<file path="src/rtl/hm_pkg.sv">
package hm_pkg;

    typedef enum logic [1:0] {
        ST_IDLE  = 2'd0,
        ST_SCAN  = 2'd1,
        ST_DRAIN = 2'd2,
        ST_DONE  = 2'd3
    } hm_state_e;

    // Register stages inside one lane scorer: agree vector, half counts, sum.
    localparam int LANE_STAGES = 3;

    // True when candidate a strictly outranks candidate b:
    // higher score, or equal score and smaller row ID.
    function automatic logic outranks(input logic [31:0] score_a, input logic [31:0] row_a,
                                      input logic [31:0] score_b, input logic [31:0] row_b);
        return (score_a > score_b) || ((score_a == score_b) && (row_a < row_b));
    endfunction

endpackage

</file>
<file path="src/rtl/hm_sweep.sv">
module hm_sweep #(
    parameter int LANES      = 8,
    parameter int ROWS       = 4096,
    parameter int HASH_W     = 32,
    parameter int DRAIN_WAIT = 3,
    localparam int ROW_W     = $clog2(ROWS)
) (
    input  logic              clk,
    input  logic              rst_n,
    input  logic              query_valid_i,
    input  logic [HASH_W-1:0] query_hash_i,
    input  logic              rsp_valid_i,
    input  logic              res_ready_i,
    output logic              req_valid_o,
    output logic [ROW_W-1:0]  req_base_o,
    output logic [HASH_W-1:0] query_o,
    output logic              accept_o,
    output logic              clear_o,
    output logic              done_o
);
    import hm_pkg::*;

    localparam int CNT_W = $clog2(DRAIN_WAIT + 1);
    localparam logic [ROW_W-1:0] STEP      = ROW_W'(LANES);
    localparam logic [ROW_W-1:0] LAST_BASE = ROW_W'(ROWS - LANES);

    hm_state_e         state_q;
    logic [ROW_W-1:0]  base_q;
    logic [HASH_W-1:0] query_q;
    logic [CNT_W-1:0]  drain_q;

    assign req_valid_o = (state_q == ST_SCAN);
    assign req_base_o  = base_q;
    assign query_o     = query_q;
    assign accept_o    = (state_q == ST_SCAN) && rsp_valid_i;
    assign clear_o     = (state_q == ST_IDLE) && query_valid_i;
    assign done_o      = (state_q == ST_DONE);

    always_ff @(posedge clk) begin
        if (!rst_n) begin
            state_q <= ST_IDLE;
            base_q  <= '0;
            query_q <= '0;
            drain_q <= '0;
        end else begin
            unique case (state_q)
                ST_IDLE: begin
                    if (query_valid_i) begin
                        query_q <= query_hash_i;
                        base_q  <= '0;
                        state_q <= ST_SCAN;
                    end
                end
                ST_SCAN: begin
                    if (rsp_valid_i) begin
                        if (base_q == LAST_BASE) begin
                            drain_q <= CNT_W'(DRAIN_WAIT);
                            state_q <= ST_DRAIN;
                        end else begin
                            base_q <= base_q + STEP;
                        end
                    end
                end
                ST_DRAIN: begin
                    if (drain_q == '0) state_q <= ST_DONE;
                    else               drain_q <= drain_q - 1'b1;
                end
                ST_DONE: begin
                    if (res_ready_i) state_q <= ST_IDLE;
                end
                default: state_q <= ST_IDLE;
            endcase
        end
    end
endmodule

</file>
<file path="src/rtl/hm_lane_score.sv">
module hm_lane_score #(
    parameter int HASH_W   = 32,
    parameter int ROW_W    = 12,
    localparam int SCORE_W = $clog2(HASH_W + 1)
) (
    input  logic               clk,
    input  logic               rst_n,
    input  logic               in_v,
    input  logic               ok_i,
    input  logic [HASH_W-1:0]  query_i,
    input  logic [HASH_W-1:0]  hash_i,
    input  logic [ROW_W-1:0]   row_i,
    output logic               out_v,
    output logic [SCORE_W-1:0] score_o,
    output logic [ROW_W-1:0]   row_o
);
    localparam int LO_W = HASH_W / 2;
    localparam int HI_W = HASH_W - LO_W;

    // Stage 1: agreement vector
    logic              v1_q;
    logic [HASH_W-1:0] agree_q;
    logic [ROW_W-1:0]  row1_q;
    // Stage 2: half counts
    logic               v2_q;
    logic [SCORE_W-1:0] lo_q, hi_q;
    logic [ROW_W-1:0]   row2_q;
    // Stage 3: lane score
    logic               v3_q;
    logic [SCORE_W-1:0] sum_q;
    logic [ROW_W-1:0]   row3_q;

    logic [SCORE_W-1:0] lo_n, hi_n;

    always_comb begin
        lo_n = '0;
        for (int i = 0; i < LO_W; i++) lo_n = lo_n + SCORE_W'(agree_q[i]);
        hi_n = '0;
        for (int i = 0; i < HI_W; i++) hi_n = hi_n + SCORE_W'(agree_q[LO_W + i]);
    end

    always_ff @(posedge clk) begin
        if (!rst_n) begin
            v1_q <= 1'b0;
            v2_q <= 1'b0;
            v3_q <= 1'b0;
        end else begin
            v1_q <= in_v && ok_i;
            v2_q <= v1_q;
            v3_q <= v2_q;
        end
    end

    always_ff @(posedge clk) begin
        agree_q <= ~(hash_i ^ query_i);
        row1_q  <= row_i;
        lo_q    <= lo_n;
        hi_q    <= hi_n;
        row2_q  <= row1_q;
        sum_q   <= lo_q + hi_q;
        row3_q  <= row2_q;
    end

    assign out_v   = v3_q;
    assign score_o = sum_q;
    assign row_o   = row3_q;
endmodule

</file>
<file path="src/rtl/hm_reduce.sv">
module hm_reduce #(
    parameter int LANES   = 8,
    parameter int ROW_W   = 12,
    parameter int SCORE_W = 6
) (
    input  logic                     clk,
    input  logic                     rst_n,
    input  logic [LANES-1:0]         lane_v_i,
    input  logic [LANES*SCORE_W-1:0] lane_score_i,
    input  logic [LANES*ROW_W-1:0]   lane_row_i,
    output logic                     beat_v_o,
    output logic [SCORE_W-1:0]       beat_score_o,
    output logic [ROW_W-1:0]         beat_row_o
);
    import hm_pkg::*;

    // Heap-ordered tree: node n has children 2n+1 and 2n+2, leaves hold the lanes.
    localparam int NODES = 2 * LANES - 1;
    localparam int FIRST_LEAF = LANES - 1;

    logic [NODES-1:0]   nv;
    logic [SCORE_W-1:0] ns [NODES];
    logic [ROW_W-1:0]   nr [NODES];

    for (genvar n = 0; n < NODES; n++) begin : g_node
        if (n >= FIRST_LEAF) begin : g_leaf
            assign nv[n] = lane_v_i[n - FIRST_LEAF];
            assign ns[n] = lane_score_i[(n - FIRST_LEAF)*SCORE_W +: SCORE_W];
            assign nr[n] = lane_row_i[(n - FIRST_LEAF)*ROW_W +: ROW_W];
        end else begin : g_pick
            logic take_right;
            assign take_right = nv[2*n+2] &&
                (!nv[2*n+1] || outranks(32'(ns[2*n+2]), 32'(nr[2*n+2]),
                                        32'(ns[2*n+1]), 32'(nr[2*n+1])));
            assign nv[n] = nv[2*n+1] || nv[2*n+2];
            assign ns[n] = take_right ? ns[2*n+2] : ns[2*n+1];
            assign nr[n] = take_right ? nr[2*n+2] : nr[2*n+1];
        end
    end

    always_ff @(posedge clk) begin
        if (!rst_n) beat_v_o <= 1'b0;
        else        beat_v_o <= nv[0];
    end

    always_ff @(posedge clk) begin
        beat_score_o <= ns[0];
        beat_row_o   <= nr[0];
    end
endmodule

</file>
<file path="src/rtl/hm_best.sv">
module hm_best #(
    parameter int ROW_W   = 12,
    parameter int SCORE_W = 6
) (
    input  logic               clk,
    input  logic               rst_n,
    input  logic               clear_i,
    input  logic               beat_v_i,
    input  logic [SCORE_W-1:0] beat_score_i,
    input  logic [ROW_W-1:0]   beat_row_i,
    output logic [ROW_W-1:0]   best_row_o,
    output logic [SCORE_W-1:0] best_score_o
);
    import hm_pkg::*;

    logic               have_q;
    logic [ROW_W-1:0]   row_q;
    logic [SCORE_W-1:0] score_q;
    logic               replace;

    assign replace = beat_v_i &&
        (!have_q || outranks(32'(beat_score_i), 32'(beat_row_i), 32'(score_q), 32'(row_q)));

    always_ff @(posedge clk) begin
        if (!rst_n || clear_i) begin
            have_q  <= 1'b0;
            row_q   <= '0;
            score_q <= '0;
        end else if (replace) begin
            have_q  <= 1'b1;
            row_q   <= beat_row_i;
            score_q <= beat_score_i;
        end
    end

    assign best_row_o   = row_q;
    assign best_score_o = score_q;
endmodule

</file>
<file path="src/rtl/hm_top1_engine.sv">
module hm_top1_engine #(
    parameter int LANES    = 8,
    parameter int ROWS     = 4096,
    parameter int HASH_W   = 32,
    localparam int ROW_W   = $clog2(ROWS),
    localparam int SCORE_W = $clog2(HASH_W + 1)
) (
    input  logic                    clk,
    input  logic                    rst_n,
    input  logic                    query_valid_i,
    input  logic [HASH_W-1:0]       query_hash_i,
    output logic                    req_valid_o,
    output logic [ROW_W-1:0]        req_base_o,
    input  logic                    rsp_valid_i,
    input  logic [LANES*ROW_W-1:0]  rsp_rows_i,
    input  logic [LANES*HASH_W-1:0] rsp_hashes_i,
    input  logic [LANES-1:0]        rsp_lane_ok_i,
    output logic                    res_valid_o,
    input  logic                    res_ready_i,
    output logic [ROW_W-1:0]        res_row_o,
    output logic [SCORE_W-1:0]      res_score_o
);
    import hm_pkg::*;

    // Lane stages + beat register + running best, counted from the accepting edge.
    localparam int PIPE_DEPTH = LANE_STAGES + 2;
    localparam int DRAIN_WAIT = PIPE_DEPTH - 2;

    logic [HASH_W-1:0]        query;
    logic                     accept, clear;
    logic [LANES-1:0]         lane_v;
    logic [LANES*SCORE_W-1:0] lane_score;
    logic [LANES*ROW_W-1:0]   lane_row;
    logic                     beat_v;
    logic [SCORE_W-1:0]       beat_score;
    logic [ROW_W-1:0]         beat_row;

    hm_sweep #(
        .LANES(LANES), .ROWS(ROWS), .HASH_W(HASH_W), .DRAIN_WAIT(DRAIN_WAIT)
    ) i_sweep (
        .clk(clk), .rst_n(rst_n),
        .query_valid_i(query_valid_i), .query_hash_i(query_hash_i),
        .rsp_valid_i(rsp_valid_i), .res_ready_i(res_ready_i),
        .req_valid_o(req_valid_o), .req_base_o(req_base_o),
        .query_o(query), .accept_o(accept), .clear_o(clear), .done_o(res_valid_o)
    );

    for (genvar l = 0; l < LANES; l++) begin : g_lane
        hm_lane_score #(.HASH_W(HASH_W), .ROW_W(ROW_W)) i_score (
            .clk(clk), .rst_n(rst_n),
            .in_v(accept), .ok_i(rsp_lane_ok_i[l]),
            .query_i(query),
            .hash_i(rsp_hashes_i[l*HASH_W +: HASH_W]),
            .row_i(rsp_rows_i[l*ROW_W +: ROW_W]),
            .out_v(lane_v[l]),
            .score_o(lane_score[l*SCORE_W +: SCORE_W]),
            .row_o(lane_row[l*ROW_W +: ROW_W])
        );
    end

    hm_reduce #(.LANES(LANES), .ROW_W(ROW_W), .SCORE_W(SCORE_W)) i_reduce (
        .clk(clk), .rst_n(rst_n),
        .lane_v_i(lane_v), .lane_score_i(lane_score), .lane_row_i(lane_row),
        .beat_v_o(beat_v), .beat_score_o(beat_score), .beat_row_o(beat_row)
    );

    hm_best #(.ROW_W(ROW_W), .SCORE_W(SCORE_W)) i_best (
        .clk(clk), .rst_n(rst_n), .clear_i(clear),
        .beat_v_i(beat_v), .beat_score_i(beat_score), .beat_row_i(beat_row),
        .best_row_o(res_row_o), .best_score_o(res_score_o)
    );
endmodule

</file>
<file path="config.mk">
export PLATFORM = sky130hd
export DESIGN_NAME = hm_top1_engine
export DESIGN_NICKNAME = d
export VERILOG_FILES = /design/src/rtl/hm_pkg.sv /design/src/rtl/hm_sweep.sv /design/src/rtl/hm_lane_score.sv /design/src/rtl/hm_reduce.sv /design/src/rtl/hm_best.sv /design/src/rtl/hm_top1_engine.sv
export SDC_FILE = /design/constraint.sdc
export NUM_CORES = 1
export LEC_CHECK = 0
export BUFFER_PORTS_ARGS = -buffer_cell sky130_fd_sc_hd__buf_4
export CAP_MARGIN = 10
export CORE_ASPECT_RATIO = 1.5
export CORE_MARGIN = 2
export CORE_UTILIZATION = 34
export CTS_BUF_LIST = sky130_fd_sc_hd__clkbuf_4 sky130_fd_sc_hd__clkbuf_8 sky130_fd_sc_hd__clkbuf_16
export CTS_CLUSTER_SIZE = 40
export DETAILED_ROUTE_END_ITERATION = 8
export MAX_ROUTING_LAYER = met4
export PLACE_DENSITY = 0.48
export SETUP_SLACK_MARGIN = 0.2
export SYNTH_ARGS = -nofsm -noshare
export SYNTH_HDL_FRONTEND = slang
export SYNTH_SLANG_ARGS = --single-unit
</file>
<file path="constraint.sdc">
create_clock -name clk -period 13.1 [get_ports clk]
set_input_delay 1.31 -clock clk [delete_from_list [all_inputs] [get_ports clk]]
set_output_delay 1.31 -clock clk [all_outputs]
set_load 0.05 [all_outputs]
</file>
======== After elaboration in Yosys (flattened, before gate mapping) ========
Cells that the tools add are included.
word-level totals
  input bits .............................. 397
  bits in registers ....................... 798
  word-level logic and storage cells ...... 486
cells by class
  equal/unequal tests ..................... 19
  reduce and logical (&&, ||, !) cells .... 67
  bitwise gates (word level) .............. 16
  order comparisons ....................... 16
  add/sub/neg operators ................... 250
  muxes and demuxes ....................... 28
operators by type and width
  operator                 number
  $add A6 B1 Y6            224
  $not A32 Y32             8
  $xor A32 B32 Y32         8
  $mux W12                 10
  $lt A12 B12 Y1           8
  $add A6 B6 Y6            8
  $eq A6 B6 Y1             8
  $gt A6 B6 Y1             8
  $mux W6                  7
  $add A1 B1 Y2            16
  $logic_and A1 B1 Y1      26
  $logic_or A1 B1 Y1       24
  $pmux W12 S2             1
  $mux W2                  8
  $add A12 B4 Y12 const B  1
  $eq A12 B12 Y1 const B   1
  $logic_not A1 Y1         9
  $ne A2 B1 Y1 const B     4
  $pmux W2 S4              1
  $reduce_and A4 Y1        2
  $ne A2 B2 Y1 const B     3
  $reduce_and A5 Y1        1
  $eq A2 B2 Y1 const B     2
  $logic_not A2 Y1         2
  other kinds (5)          6

======== Longest topological paths before layout ========
Gate-level depths: netlist of run 1.
  depth after elaboration ................. 18
  gate-level depth with buffers ........... 32

======== Modules after synthesis ========
Synthesis of run 1 repeated with hierarchy kept, for this count alone.
unflattened totals
  cells, all modules ...................... 3,015
  area total of the unflattened synthesis .. 32,996.6 µm²
modules (own cells, without submodules)
  module                                  cells an instance  instances  area an instance (µm²)
  hm_lane_score at g_lane[1].i_score ...  235                4          3,017.9
  hm_lane_score at g_lane[0].i_score ...  235                4          3,014.1
  hm_reduce                               745                1          5,654.2
  hm_sweep                                246                1          1,993.2
  hm_best                                 144                1          1,221.2

======== Worst setup path before layout of run 1 ========
OpenSTA, ideal clock, no wires.
  path type ............................... reg-to-reg
  start ................................... register g_lane[2].i_score.row3_q[9]
  end ..................................... register i_reduce.beat_row_o[10]
  arrival ................................. 6.381 ns
  cell stages (with the launch flop) ...... 31
  path buffers ............................ 5
  data required time ...................... 12.979 ns
  setup slack ............................. 6.598 ns
  cells stage by stage .................... dfxtp_1 inv_1 ha_1 a211oi_1 o2111ai_1 o41ai_1 buf_2 buf_1 mux2i_1 inv_1 ha_1 nand4_1 nor4_1 o221ai_1 or4b_1 o21ai_1 buf_4 buf_8 mux2i_1 inv_1 ha_1 nor2b_1 o21a_1 o21a_1 o21a_1 o21a_1 o21a_1 o31ai_1 a21oi_2 buf_2 mux2_2
RTL lines
  element                 RTL line             source
  start, declared         hm_lane_score.sv:31  logic [ROW_W-1:0] row3_q;
  start signal, assigned  hm_lane_score.sv:61  row3_q <= row2_q;
  end signal, assigned    hm_reduce.sv:48      beat_row_o <= nr[0];
  end, declared           hm_reduce.sv:13      output logic [ROW_W-1:0] beat_row_o

==> metrics.cfg, run 1 <==
[power_and_ir_drop]
power_switching_mw = 4.23
p_int_mw = 6.88
pwr-share-seq_pct = 29.7
p_clk_share_pct = 21.5
vdd_ir_drop_max_mv = 0.132
p_per_area_nw_per_um2 = 283
p_sw_share_pct = 38.1
p_leak_nw = 18.2
comb_power_share_pct = 48.8

[worst_setup_path]
crit_type = reg2reg
worstReg2RegStart = g_lane[2].i_score.row_o[9]$_DFF_P_
cp_data_arrival_time_ns = 8.90
cp-startpoint = g_lane[2].i_score.row_o[9]$_DFF_P_
critPathMaxStageDelay_ns = 1.03
required_ns = 13.63
cp-end-kind = flop
critPathSlowestCell = o41ai_2
crit_path_start_kind = flop
critPathMaxFanout = 18

[logic_synthesis]
ys_seq_area_share_pct = 48.9
ys_types = 70
synth-seq-cells = 779
syn_avg_cell_area_um2 = 11.2
async_flop_share_pct = 0
synth_ff_type = dfxtp_1
ys_warn_count = 0
synth_edf_count = 0
synth_area_um2 = 31900
syn_inst = 2856

[die]
row_count = 137
die_area_um2 = 96200
ios = 429
initial_utilization_pct = 34.3
coreArea_um2 = 92900
die-height_um = 379
die_width_um = 254

[cells_and_area]
drive_gt1_share_pct = 18.1
final_common_cell = dfxtp_1
final_core_util_pct = 42.2
stdcell_count = 4630
post-route-cell-area_um2 = 39300
area_growth_pct = 23.2
finalNetCount = 4134
final_cell_mix = dfxtp_1, inv_1, buf_4

[routing]
drtIter0Drc = 632
wl_met1_um = 34000
avgViaCountPerCell = 4.30
route.met2.wl_um = 45900
post-route-drc-count = 0
first_pass_iters = 5
via_count = 19900
wl_met3_um = 3940
routedWlPerCell_um = 18.7
top_layer = met4
drt_wl_total_um = 86500
ant_nets = 0

[timing]
worst_pin_slew_ns = 1.21
max_slew_margin_pct = 19.5
fin_crit_ns = 8.37
final-setup-viol-count = 0
maxSlewViolCount = 0
skew_ns = 0.0169
finalHoldViolCount = 0
max_freq_mhz = 119
tns_ns = 0
finalCritPeriodShare_pct = 63.9
rsz0062_at_grt = no

[clock_network]
clock_sinks = 779
insertion_delay_ns = 0.65
cts_hold_buffers = 0
tritoncts = yes
cts-root-buf = clkbuf_16
clockBufferDepth = 3
post_cts_buffers = 0
cts.clk_slew.worst_paths_ns = 0.06
cts_buffers = 79
htreeDepth = 3
cts_resized = 0

[grt]
grt-ovfl-total = 0
track_usage_pct = 18.7
grt_max_degree = 40
antenna_found_initial = 12
grt_first_pass_wirelength_um = 129000
grt_pass1_vias = 22100

[placed_design]
dp_cells = 4475
placed_area_um2 = 36400
io_buffer_count = 425
place.gp.congestion = 0.867
hpwl_um = 71100

[hold_path]
hold_class = reg2reg
min_from = g_lane[7].i_score.row1_q[4]$_DFF_P_

[status]
status = completed

[flow_run]
drv_cap = 0

sequential cells by signal (all words and copies together) (netlist names), 32 cells and up:
| register | count |
|---|---|
| g_lane.i_score.score_o | 48 |
| g_lane.i_score.row1_q | 96 |
| g_lane.i_score.agree_q | 256 |
| g_lane.i_score.lo_q | 40 |
| g_lane.i_score.row2_q | 96 |
| i_sweep.query_o | 32 |
| g_lane.i_score.row_o | 96 |
| g_lane.i_score.hi_q | 40 |
critical path, delay by kind of cell (launching register included):
family / cells / cell delay, ns
multiplexers: 3 / 1.25
flip-flops: 1 / 0.33
adder cells (fa/ha/maj): 3 / 0.94
AO/OA/AOI/OAI: 11 / 4.23
buffers and inverters: 4 / 0.61
AND/OR/NAND/NOR: 4 / 0.87
Yosys cell counts (6+ instances only):
| cell type | count | share of area, % |
|---|---|---|
| a21boi_0 | 17 | 0.40 |
| o21ai_0 | 50 | 0.79 |
| a21o_1 | 44 | 1.0 |
| nand2b_1 | 16 | 0.31 |
| o21a_1 | 16 | 0.38 |
| a21oi_1 | 151 | 2.4 |
| and2_1 | 25 | 0.49 |
| clkbuf_1 | 56 | 0.66 |
| nand2_1 | 92 | 1.1 |
| mux2i_1 | 72 | 2.3 |
| nor3_1 | 10 | 0.16 |
| xnor2_1 | 296 | 8.1 |
| fa_1 | 168 | 11 |
| nand3_1 | 28 | 0.44 |
| mux2_2 | 21 | 0.74 |
| a211oi_1 | 9 | 0.21 |
| inv_1 | 512 | 6.0 |
| nand4_1 | 20 | 0.39 |
| ha_1 | 262 | 10 |
| nor2_1 | 70 | 0.82 |
| dfxtp_1 | 779 | 49 |
| xor2_1 | 21 | 0.58 |
| nor2b_1 | 34 | 0.67 |
| o21ai_1 | 6 | 0.094 |
area by class of cell:
class	count	area, µm²
fill	9014	53700
inverter	512	1920
clock buffer	103	2300
antenna	12	30.0
sequential	779	15600
timing repair buffer	436	3280
multi-input combinational	1499	14100
tap	1251	1570
clock inverter	38	482
final timing paths:
kind | end | slack [ns] | cells after the start
hold reg to reg | g_lane[7].i_score.row2_q[4]$_DFF_P_ | 0.32 | 0
setup / recovery | i_reduce.beat_row_o[10]$_DFF_P_ | 4.73 | 25
setup reg to reg | i_reduce.beat_row_o[10]$_DFF_P_ | 4.73 | 25
hold / removal | g_lane[7].i_score.row2_q[4]$_DFF_P_ | 0.32 | 0
per-stage QoR:
step,power [mW],setup slack [ns],hold slack (ns)
floorplan,7.12,6.60,0.310
global placement,8.87,4.85,0.312
detailed placement,8.95,4.62,0.312
CTS,11.4,4.59,0.325
global route,12.2,4.03,0.330
finish,11.1,4.73,0.325
cells by family after synthesis:
kind of cell	count (synthesis)	synth area share [%]
compound gates	334	6.50
buf+inv	580	6.98
other cells	1	0.0118
mux	94	3.05
simple gates	321	4.96
fa+ha+maj	430	20.8
flops	779	48.9
xor+xnor	317	8.71
power groups by stage:
stage               Sequential [mW]  Combinational (mW)  Clock [mW]
detailed placement             3.38                5.57           0
global placement               3.37                5.50           0
global route                   3.36                6.31        2.56
floorplan                      3.15                3.97           0
CTS                            3.33                5.60        2.47
finish                         3.30                5.42        2.39
metal layers:
metal  GRT usage [%]  vias to the layer above
li1                -                     9886
met1            19.7                     9455
met2            34.4                      436
met3            3.44                      139
met4            6.77                        0
met5               -                        -
No activity file was read; power rests on OpenSTA's default activity.
==> run 2: changes to the inputs <==
==> constraint.sdc (replaced) <==
create_clock -name clk -period 7.73 [get_ports clk]
set_input_delay 0.773 -clock clk [delete_from_list [all_inputs] [get_ports clk]]
set_output_delay 0.773 -clock clk [all_outputs]
set_load 0.05 [all_outputs]
==> metrics.cfg, run 2 (synthesized netlist as in run 1, its figures left out) <==
[status]
status = completed  ; unchanged

[worst_setup_path]
critPathMaxFanout = 17  ; was 18
crit_type = reg2reg  ; unchanged
cp-end-kind = flop  ; unchanged
crit_family = compound AO/OA/AOI/OAI gates  ; unchanged
reg2reg_slack_ns = 0.67  ; was 4.73 ns
cp_data_arrival_time_ns = 7.60  ; was 8.90 ns
required_ns = 8.27  ; was 13.63 ns
cp_num_buf_inv = 7  ; was 4
critPathSlowestCell = or4b_1  ; was o41ai_2
critPathMaxStageDelay_ns = 0.56  ; was 1.03 ns
cp_common_cell = o21a_1
crit_path_start_kind = flop  ; unchanged

[timing]
skew_ns = 0.0173  ; was 0.0169 ns
final-setup-viol-count = 0  ; unchanged
fin_crit_ns = 7.06  ; was 8.37 ns
rsz0062_at_grt = no  ; unchanged
finalHoldViolCount = 0  ; unchanged
max_freq_mhz = 142  ; was 119 MHz
tns_ns = 0  ; unchanged
worst_pin_slew_ns = 1.14  ; was 1.21 ns
finalCritPeriodShare_pct = 91.3  ; was 63.9%
maxSlewViolCount = 0  ; unchanged
max_slew_margin_pct = 23.3  ; was 19.5%

[grt]
antenna_found_initial = 10  ; was 12
grt_first_pass_wirelength_um = 130000  ; was 129000 µm
grt_pass1_vias = 22100  ; about the same
track_usage_pct = 18.8  ; was 18.7%
grt_max_degree = 41  ; was 40
grt-ovfl-total = 0  ; unchanged

[routing]
via_count = 19800  ; was 19900
first_pass_iters = 6  ; was 5
drtIter0Drc = 545  ; was 632
drt_wl_total_um = 86900  ; was 86500 µm
post-route-drc-count = 0  ; unchanged
routedWlPerCell_um = 18.7  ; about the same
ant_nets = 0  ; unchanged
avgViaCountPerCell = 4.27  ; was 4.30

[placed_design]
place.gp.congestion = 0.851  ; was 0.867
placed_area_um2 = 36500  ; was 36400 µm²
hpwl_um = 71400  ; was 71100 µm
io_buffer_count = 425  ; unchanged

[die]
ios = 429  ; unchanged
initial_utilization_pct = 34.3  ; unchanged
die_area_um2 = 96200  ; unchanged
coreArea_um2 = 92900  ; unchanged
die-height_um = 379  ; unchanged
row_count = 137  ; unchanged
die_width_um = 254  ; unchanged

[clock_network]
cts-root-buf = clkbuf_16  ; unchanged
insertion_delay_ns = 0.65  ; about the same
clockBufferDepth = 3  ; unchanged
cts.clk_slew.worst_paths_ns = 0.06  ; about the same
clock_sinks = 779  ; unchanged
cts_buffers = 80  ; was 79
cts_hold_buffers = 0  ; unchanged
htreeDepth = 3  ; unchanged
tritoncts = yes  ; unchanged

[power_and_ir_drop]
p_per_area_nw_per_um2 = 481  ; was 283 nW/µm²
p_leak_nw = 18.3  ; was 18.2 nW
vdd_ir_drop_max_mv = 0.293  ; was 0.132 mV

[cells_and_area]
final_common_cell = dfxtp_1  ; unchanged
drive_gt1_share_pct = 18.6  ; was 18.1%
register_area_um2 = 15600  ; unchanged
finalNetCount = 4146  ; was 4134
fillers = 8929  ; was 9014
largest_reg_flops = 256  ; unchanged
multiInputGateArea_um2 = 14100  ; about the same
final_cell_mix = dfxtp_1, inv_1, buf_4  ; unchanged
post-route-cell-area_um2 = 39400  ; was 39300 µm²
area_growth_pct = 23.7  ; was 23.2%
regMostFlops = g_lane.i_score.agree_q  ; unchanged

[flow_run]
drv_cap = 0  ; unchanged

[hold_path]
hold_class = in2reg  ; was reg2reg

-- run 2: cell types whose count changed in the layout (fill, tap and decap cells not counted), moves of 3 or more --
| cell | delta |
|---|---|
| diode_2 | -3 |
| clkinv_4 | +6 |
| buf_12 | +3 |
| buf_4 | +10 |
-- run 2: metal layers --
layer | share of wire (%) | GRT usage [%] | vias to the layer above
li1 | - | - | 9912
met1 | 39 | 19.7 | 9382
met2 | 54 | 35.0 | 407
met3 | 4.8 | 3.60 | 119
met4 | 2.7 | 6.49 | 0
met5 | 0 | - | -
-- run 2: cell type report --
cell class / instances / share of cell area, %
sequential: 779 / 39.6
clock buffer: 104 / 5.88
inverter: 512 / 4.88
timing repair buffer: 447 / 8.61
clock inverter: 43 / 1.28
antenna: 9 / 0.0571
multi-input combinational: 1499 / 35.8
tap: 1251 / 3.97
-- run 2: path summary, 6_finish.rpt --
check                                              to  depth (start not counted)                                 start
hold reg to reg    g_lane[0].i_score.row_o[6]$_DFF_P_                          0   g_lane[0].i_score.row2_q[6]$_DFF_P_
hold / removal    g_lane[1].i_score.row1_q[6]$_DFF_P_                          1                        rsp_rows_i[18]
setup / recovery       i_reduce.beat_row_o[4]$_DFF_P_                         30  g_lane[2].i_score.score_o[1]$_DFF_P_
setup reg to reg       i_reduce.beat_row_o[4]$_DFF_P_                         30  g_lane[2].i_score.score_o[1]$_DFF_P_
-- run 2: report_power, final --
group	total [mW]	switching (mW)	internal [mW]	leakage, nW
clock network	4.10	1.70	2.41	1.38
registers	5.60	0.566	5.03	6.54
logic	9.26	5.00	4.25	10.4
-- run 2: through the flow --
step | util (%) | power (mW) | std cells | hold WS, ns | setup WS, ns
2_1_floorplan | - | 12.1 | 2858 | 0.310 | 1.23
3_3_place_gp | 39.2 | 15.1 | 4477 | 0.315 | 0.221
3_5_place_dp | 39.2 | 15.2 | 4478 | 0.312 | 0.0289
4_1_cts | 42.3 | 19.4 | 4628 | 0.159 | 0.409
5_1_grt | 42.4 | 20.8 | 4643 | 0.189 | 0.226
6_report | 42.4 | 19.0 | 4644 | 0.224 | 0.671
-- run 2: timing repair --
| item | in CTS | in global routing |
|---|---|---|
| gates resized for setup | 1 | 2 |
| pin swaps | 1 | 2 |
| setup endpoints to repair | 12 | 12 |
| endpoints found under the hold margin | 0 | 0 |
| cloned | 0 | 0 |
| setup buffers | 3 | 6 |
